File: src/rtl/bsp_pkg.sv
package bsp_pkg;

  typedef enum logic [1:0] {
    OP_SCAN_LO  = 2'b00,
    OP_SCAN_HI  = 2'b01,
    OP_COUNT    = 2'b10,
    OP_COUNT_B  = 2'b11
  } op_e;

  // Packed so that the first member lands on bit 5.
  typedef struct packed {
    logic of_f;
    logic sf_f;
    logic zf_f;
    logic af_f;
    logic pf_f;
    logic cf_f;
  } flags_t;

  // Parity flag convention: high when the byte has an even number of ones.
  function automatic logic even_ones8(input logic [7:0] v);
    return ~(^v);
  endfunction

endpackage

File: src/rtl/bsp_scan.sv
module bsp_scan #(
  parameter int DATA_W  = 16,
  parameter bit REVERSE = 1'b0,
  localparam int IDX_W  = $clog2(DATA_W)
) (
  input  logic [DATA_W-1:0] src,
  output logic [IDX_W-1:0]  idx,
  output logic              any_set
);

  function automatic logic [IDX_W-1:0] lowest_one(input logic [DATA_W-1:0] v);
    logic [IDX_W-1:0] r;
    r = '0;
    for (int k = DATA_W - 1; k >= 0; k--) begin
      if (v[k]) r = IDX_W'(k);
    end
    return r;
  endfunction

  function automatic logic [IDX_W-1:0] highest_one(input logic [DATA_W-1:0] v);
    logic [IDX_W-1:0] r;
    r = '0;
    for (int k = 0; k < DATA_W; k++) begin
      if (v[k]) r = IDX_W'(k);
    end
    return r;
  endfunction

  assign any_set = |src;

  generate
    if (REVERSE) begin : g_high
      assign idx = highest_one(src);
      // Nothing above the reported index may be set.
      always_comb begin
        if (any_set) begin
          p_nothing_above_r2 : assert ((src >> idx) == {{(DATA_W-1){1'b0}}, 1'b1});
        end
      end
    end else begin : g_low
      assign idx = lowest_one(src);
      // Nothing below the reported index may be set.
      always_comb begin
        if (any_set) begin
          p_nothing_below_r1 : assert (((src << (DATA_W - 1 - int'(idx))) & {DATA_W{1'b1}}) ==
                                       {1'b1, {(DATA_W-1){1'b0}}});
        end
      end
    end
  endgenerate

endmodule

File: src/rtl/bsp_popcount.sv
module bsp_popcount #(
  parameter int DATA_W = 16,
  localparam int CNT_W = $clog2(DATA_W + 1)
) (
  input  logic [DATA_W-1:0] src,
  output logic [CNT_W-1:0]  count
);

  logic [CNT_W-1:0] partial [DATA_W+1];

  assign partial[0] = '0;

  generate
    for (genvar g = 0; g < DATA_W; g++) begin : g_acc
      assign partial[g+1] = partial[g] + CNT_W'(src[g]);
    end
  endgenerate

  assign count = partial[DATA_W];

  // A zero count and a non-zero source never go together.
  always_comb begin
    p_zero_count_zero_src_r6 : assert ((count == '0) == (src == '0));
  end

endmodule

File: src/rtl/bsp_flag_calc.sv
module bsp_flag_calc
  import bsp_pkg::*;
#(
  parameter int DATA_W = 16,
  localparam int IDX_W = $clog2(DATA_W),
  localparam int CNT_W = $clog2(DATA_W + 1)
) (
  input  op_e               op,
  input  logic [IDX_W-1:0]  lo_idx,
  input  logic [IDX_W-1:0]  hi_idx,
  input  logic              any_set,
  input  logic [CNT_W-1:0]  count,
  input  flags_t            prev_flags,
  output logic [DATA_W-1:0] next_result,
  output flags_t            next_flags,
  output logic              write
);

  function automatic flags_t logic_flags(input logic [DATA_W-1:0] r);
    flags_t f;
    f.of_f = 1'b0;
    f.sf_f = r[DATA_W-1];
    f.zf_f = 1'b0;
    f.af_f = 1'b0;
    f.pf_f = even_ones8(r[7:0]);
    f.cf_f = 1'b0;
    return f;
  endfunction

  function automatic flags_t count_flags(input logic [CNT_W-1:0] c);
    flags_t f;
    f      = '0;
    f.zf_f = (c == '0);
    return f;
  endfunction

  logic [DATA_W-1:0] scan_value;

  always_comb begin
    scan_value = (op == OP_SCAN_HI) ? DATA_W'(hi_idx) : DATA_W'(lo_idx);
    next_result = '0;
    next_flags  = prev_flags;
    write       = 1'b0;
    unique case (op)
      OP_SCAN_LO, OP_SCAN_HI: begin
        if (any_set) begin
          next_result = scan_value;
          next_flags  = logic_flags(scan_value);
          write       = 1'b1;
        end else begin
          next_flags.zf_f = 1'b1;
        end
      end
      OP_COUNT, OP_COUNT_B: begin
        next_result = DATA_W'(count);
        next_flags  = count_flags(count);
        write       = 1'b1;
      end
    endcase
  end

endmodule

File: src/rtl/bsp_unit.sv
module bsp_unit
  import bsp_pkg::*;
#(
  parameter int DATA_W = 16,
  localparam int IDX_W = $clog2(DATA_W),
  localparam int CNT_W = $clog2(DATA_W + 1),
  localparam int FLG_W = $bits(flags_t)
) (
  input  logic              clk,
  input  logic              rst_n,
  input  logic              start_i,
  input  logic [1:0]        op_i,
  input  logic [DATA_W-1:0] src_i,
  output logic [DATA_W-1:0] result_o,
  output logic              wr_en_o,
  output logic              done_o,
  output logic [FLG_W-1:0]  flags_o
);

  op_e               op;
  logic [IDX_W-1:0]  lo_idx;
  logic [IDX_W-1:0]  hi_idx;
  logic              lo_any;
  logic              hi_any;
  logic [CNT_W-1:0]  count;
  logic [DATA_W-1:0] next_result;
  flags_t            next_flags;
  logic              next_write;

  logic [DATA_W-1:0] result_q;
  flags_t            flags_q;
  logic              done_q;
  logic              wr_q;

  // Named events for the checks below.
  logic scan_req;
  logic zero_scan_evt;
  logic count_evt;

  assign op            = op_e'(op_i);
  assign scan_req      = start_i && !op_i[1];
  assign zero_scan_evt = scan_req && (src_i == '0);
  assign count_evt     = start_i && op_i[1];

  bsp_scan #(.DATA_W(DATA_W), .REVERSE(1'b0)) i_scan_lo (
    .src     (src_i),
    .idx     (lo_idx),
    .any_set (lo_any)
  );

  bsp_scan #(.DATA_W(DATA_W), .REVERSE(1'b1)) i_scan_hi (
    .src     (src_i),
    .idx     (hi_idx),
    .any_set (hi_any)
  );

  bsp_popcount #(.DATA_W(DATA_W)) i_count (
    .src   (src_i),
    .count (count)
  );

  bsp_flag_calc #(.DATA_W(DATA_W)) i_flags (
    .op          (op),
    .lo_idx      (lo_idx),
    .hi_idx      (hi_idx),
    .any_set     (lo_any),
    .count       (count),
    .prev_flags  (flags_q),
    .next_result (next_result),
    .next_flags  (next_flags),
    .write       (next_write)
  );

  always_ff @(posedge clk) begin
    if (!rst_n) begin
      result_q <= '0;
      flags_q  <= '0;
      done_q   <= 1'b0;
      wr_q     <= 1'b0;
    end else if (start_i) begin
      done_q  <= 1'b1;
      wr_q    <= next_write;
      flags_q <= next_flags;
      if (next_write) result_q <= next_result;
    end else begin
      done_q <= 1'b0;
      wr_q   <= 1'b0;
    end
  end

  assign result_o = result_q;
  assign flags_o  = flags_q;
  assign done_o   = done_q;
  assign wr_en_o  = wr_q;

  // Both scanners must agree on whether any bit is set.
  p_scanners_agree_r1 : assert property (@(posedge clk) disable iff (!rst_n)
    lo_any == hi_any);

  p_done_after_start_r7 : assert property (@(posedge clk) disable iff (!rst_n)
    start_i |=> done_o);

  p_write_needs_done_r7 : assert property (@(posedge clk) disable iff (!rst_n)
    wr_en_o |-> done_o);

  p_idle_holds_r8 : assert property (@(posedge clk) disable iff (!rst_n)
    !start_i |=> !done_o && !wr_en_o && $stable(result_o) && $stable(flags_o));

  p_zero_scan_no_write_r3 : assert property (@(posedge clk) disable iff (!rst_n)
    zero_scan_evt |=> !wr_en_o && flags_q.zf_f && $stable(result_o)
                      && $stable({flags_q.of_f, flags_q.sf_f, flags_q.af_f,
                                  flags_q.pf_f, flags_q.cf_f}));

  p_live_scan_flags_r4 : assert property (@(posedge clk) disable iff (!rst_n)
    scan_req && (src_i != '0) |=> wr_en_o && !flags_q.zf_f && !flags_q.of_f
                                  && !flags_q.cf_f && !flags_q.af_f);

  p_count_writes_r5 : assert property (@(posedge clk) disable iff (!rst_n)
    count_evt |=> wr_en_o && (result_o <= DATA_W'(DATA_W)));

  p_count_flags_r6 : assert property (@(posedge clk) disable iff (!rst_n)
    count_evt |=> !flags_q.of_f && !flags_q.sf_f && !flags_q.af_f
                  && !flags_q.pf_f && !flags_q.cf_f);

endmodule

File: config.mk
export PLATFORM = sky130hd
export DESIGN_NAME = bsp_unit
export DESIGN_NICKNAME = d
export VERILOG_FILES = /design/src/rtl/bsp_pkg.sv /design/src/rtl/bsp_scan.sv /design/src/rtl/bsp_popcount.sv /design/src/rtl/bsp_flag_calc.sv /design/src/rtl/bsp_unit.sv
export SDC_FILE = /design/constraint.sdc
export NUM_CORES = 1
export LEC_CHECK = 0
export BUFFER_PORTS_ARGS = -buffer_cell sky130_fd_sc_hd__buf_2
export CORE_MARGIN = 3
export CORE_UTILIZATION = 40
export CTS_CLUSTER_DIAMETER = 80
export DETAILED_ROUTE_END_ITERATION = 16
export GPL_TIMING_DRIVEN = 0
export PLACE_DENSITY = 0.67
export SKIP_CTS_REPAIR_TIMING = 1
export SLEW_MARGIN = 30
export SYNTH_ARGS = -nofsm -noshare
export SYNTH_HDL_FRONTEND = slang
export SYNTH_SLANG_ARGS = --single-unit
export TNS_END_PERCENT = 10
File: constraint.sdc
create_clock -name clk -period 4.3 [get_ports clk]
set_input_delay 0.43 -clock clk [delete_from_list [all_inputs] [get_ports clk]]
set_output_delay 0.43 -clock clk [all_outputs]
set_load 0.005 [all_outputs]
==> impl_metrics.ini <==
[yosys]
synth_area_leader_cell = fa_1
ys_types = 38
synth_compound_area_frac = 0.247
synth_area_per_cell_um2 = 8.17
ys_seq_elements = 9
synth-edff-count = 0
synth_top_area_share = 0.161
yosys.area_share.simple = 0.191
syn_area_um2 = 1240
synthTopCellsByArea = fa_1 (16%), dfxtp_1 (15%), buf_4 (9.1%), ha_1 (8.1%), inv_1 (6.4%)
synth_fa_ha_area_frac = 0.242
synth_top_flop_cell = dfxtp_1
post-synth-top-count-cell = inv_1
synthArstFlopShare = 0
yosys_warnings = 0
synth-xor-area-share = 0.0141
seq_area_frac_synth = 0.145
synth.area.mux_share = 0
syn_inst = 152
synth_top_family_by_area = compound AO/OA/AOI/OAI gates
synthTopCellsByCount = inv_1 (21), buf_4 (15), a21oi_1 (12), fa_1 (10)

[sta]
worst_pin_slew_ns = 0.671
rsz0062_at_grt = no
fmax_mhz = 248
slew_headroom = 0.541
final.period_utilization = 0.937
setup_viol = 0
hold_viol = 0
whs_ns = 0.430
fin_worst_skew_ns = 0
fin_crit_ns = 4.03
slew_viol_final = 0

[floorplan]
die_w_um = 61.7
die-area_um2 = 3810
die_h_um = 61.7
start_util = 0.435
ios = 45
rows = 19
core_area_um2 = 2850

[run]
cap_violations = 0

[worst_setup_path]
crit_arrival_ns = 4.22
r2r_start = result_o[2]
r2r_end = result_o[2]
path_max_fanout = 5
critPathMaxStageDelay_ns = 0.57
r2r_cells = 2
critPathBufInv = 3
crit_family = adder cells
worst_path_most_repeated_cell = fa_1
crit_chain = buf_2 > inv_1 > fa_1 > fa_1 > fa_1 > fa_1 > inv_1 > fa_1 > fa_1 > a21oi_2 > nor2_1 > nor4b_2 > nand2_1 > a21oi_1
critPathLaunchType = input port
crit_path_end = flags_o[3]
endpoint_kind = flip-flop
cp.required_ns = 4.49
reg2reg_slack_ns = 3.66
cp.depth = 14
path_class = input port to flip-flop
startpoint = src_i[2]
worst_path_max_delay_cell = fa_1

[worst_hold_path]
hp-class = input port to flip-flop
whs_path_depth = 2
hold_start = start_i

[clocking]
cts_tree = built
cts_htree_levels = 1
cts_buffers = 3
clk_pin_slew_ns = 0.06
cts_sinks = 9
clk_latency_ns = 0.26
clockRootBuffer = clkbuf_4
clock_path_buffers = 2

[cells_and_area]
diodes = 0
synthToLayoutAreaGrowth_pct = 22.0
layout.nets = 239
final_area_um2 = 1510
drive_gt1_frac = 0.276

[global_routing]
grt_first_pass_wirelength_um = 4480
grt_overflow = 0
gr-usage-all-layers = 0.152
antenna_found_initial = 0
grt_pass1_vias = 1045
grt_max_degree = 11

[placed_design]
io_buffers = 29
place_area_um2 = 1480
dp_hpwl_um = 2390
gp_congestion = 0.852

[routing]
drt-total-wl_um = 2750
postRouteAntennaNets = 0
drc_errors = 0
firstDrtPassIters = 4
vias = 1202
post_drt_wl_per_cell_um = 11.9
drt_iter0_drc = 50
viasPerCell = 5.23

[power_and_ir_drop]
power_density_nw_per_um2 = 300
peakVddDrop_uv = 195
p_leak_nw = 0.752

[outcome]
status = finished clean
[cells by family (layout without fill, tap and decap cells)]
logic type	Yosys count	count (layout)
buffers and inverters	37	70
and+or+nand+nor	40	40
adders and majority gates	18	18
DFF	9	9
xor gates and xnor gates	2	2
AOI/OAI and AO/OA	45	45
other	1	15
[where the power goes]
part	switching [mW]	total, mW	leakage [nW]	internal (mW)
combinational	0.148	0.294	0.663	0.146
sequential	0.00345	0.0957	0.0743	0.0922
clock	0.0288	0.0645	0.0150	0.0357
[flip-flops by register name, summed over array words and instances, names as in the netlist]
name      count
result_o      5
flags_o       2
done_o        1
wr_en_o       1
[stage by stage]
stage                     setup WS, ns   util  total power [mW]  std cells  TNS (ns)
after floorplan                  0.304      -             0.307        166         0
after global placement         -0.0284  0.518             0.373        226   -0.0284
after detailed placement       -0.0373  0.518             0.376        226   -0.0373
after CTS                        0.225  0.527             0.443        230         0
after global routing           0.00201  0.531             0.509        230         0
final                            0.272  0.531             0.454        230         0
[layer usage]
| layer | track usage | part of all wire | vias up |
|---|---|---|---|
| met2 | 0.244 | 0.49 | 52 |
| met5 | 0 | 0 | - |
| met1 | 0.214 | 0.42 | 538 |
| met4 | 0.0152 | 0.0058 | 0 |
| li1 | - | - | 610 |
| met3 | 0.0393 | 0.084 | 2 |
[layout make-up]
type,instances,area (µm²)
clock buffers,4,26.3
flip-flops and latches,9,180
well taps,31,38.8
multi-input cells,120,927
fillers,277,1340
repair buffers,29,145
inverters,21,78.8
plain buffers,16,118
[placed cells by master (no fill, tap or decap), types with 4 or more instances in the layout]
| master | instances |
|---|---|
| a21oi_1 | 11 |
| buf_2 | 30 |
| buf_4 | 15 |
| conb_1 | 15 |
| dfxtp_1 | 9 |
| fa_1 | 10 |
| ha_1 | 8 |
| inv_1 | 21 |
| nor2_1 | 9 |
| nor2b_1 | 6 |
| o21ai_0 | 6 |
| o31ai_1 | 5 |
| or4_1 | 4 |
[how the worst min path moves through the flow]
| stage | endpoint | slack [ns] |
|---|---|---|
| final | result_o[2] | 0.43 |
| after global routing | result_o[2] | 0.45 |
| after CTS | result_o[2] | 0.42 |
| after detailed placement | flags_o[1] | 0.49 |
| after global placement | flags_o[1] | 0.48 |
| after floorplan | flags_o[1] | 0.48 |
Power figures use the tool's default switching activity.
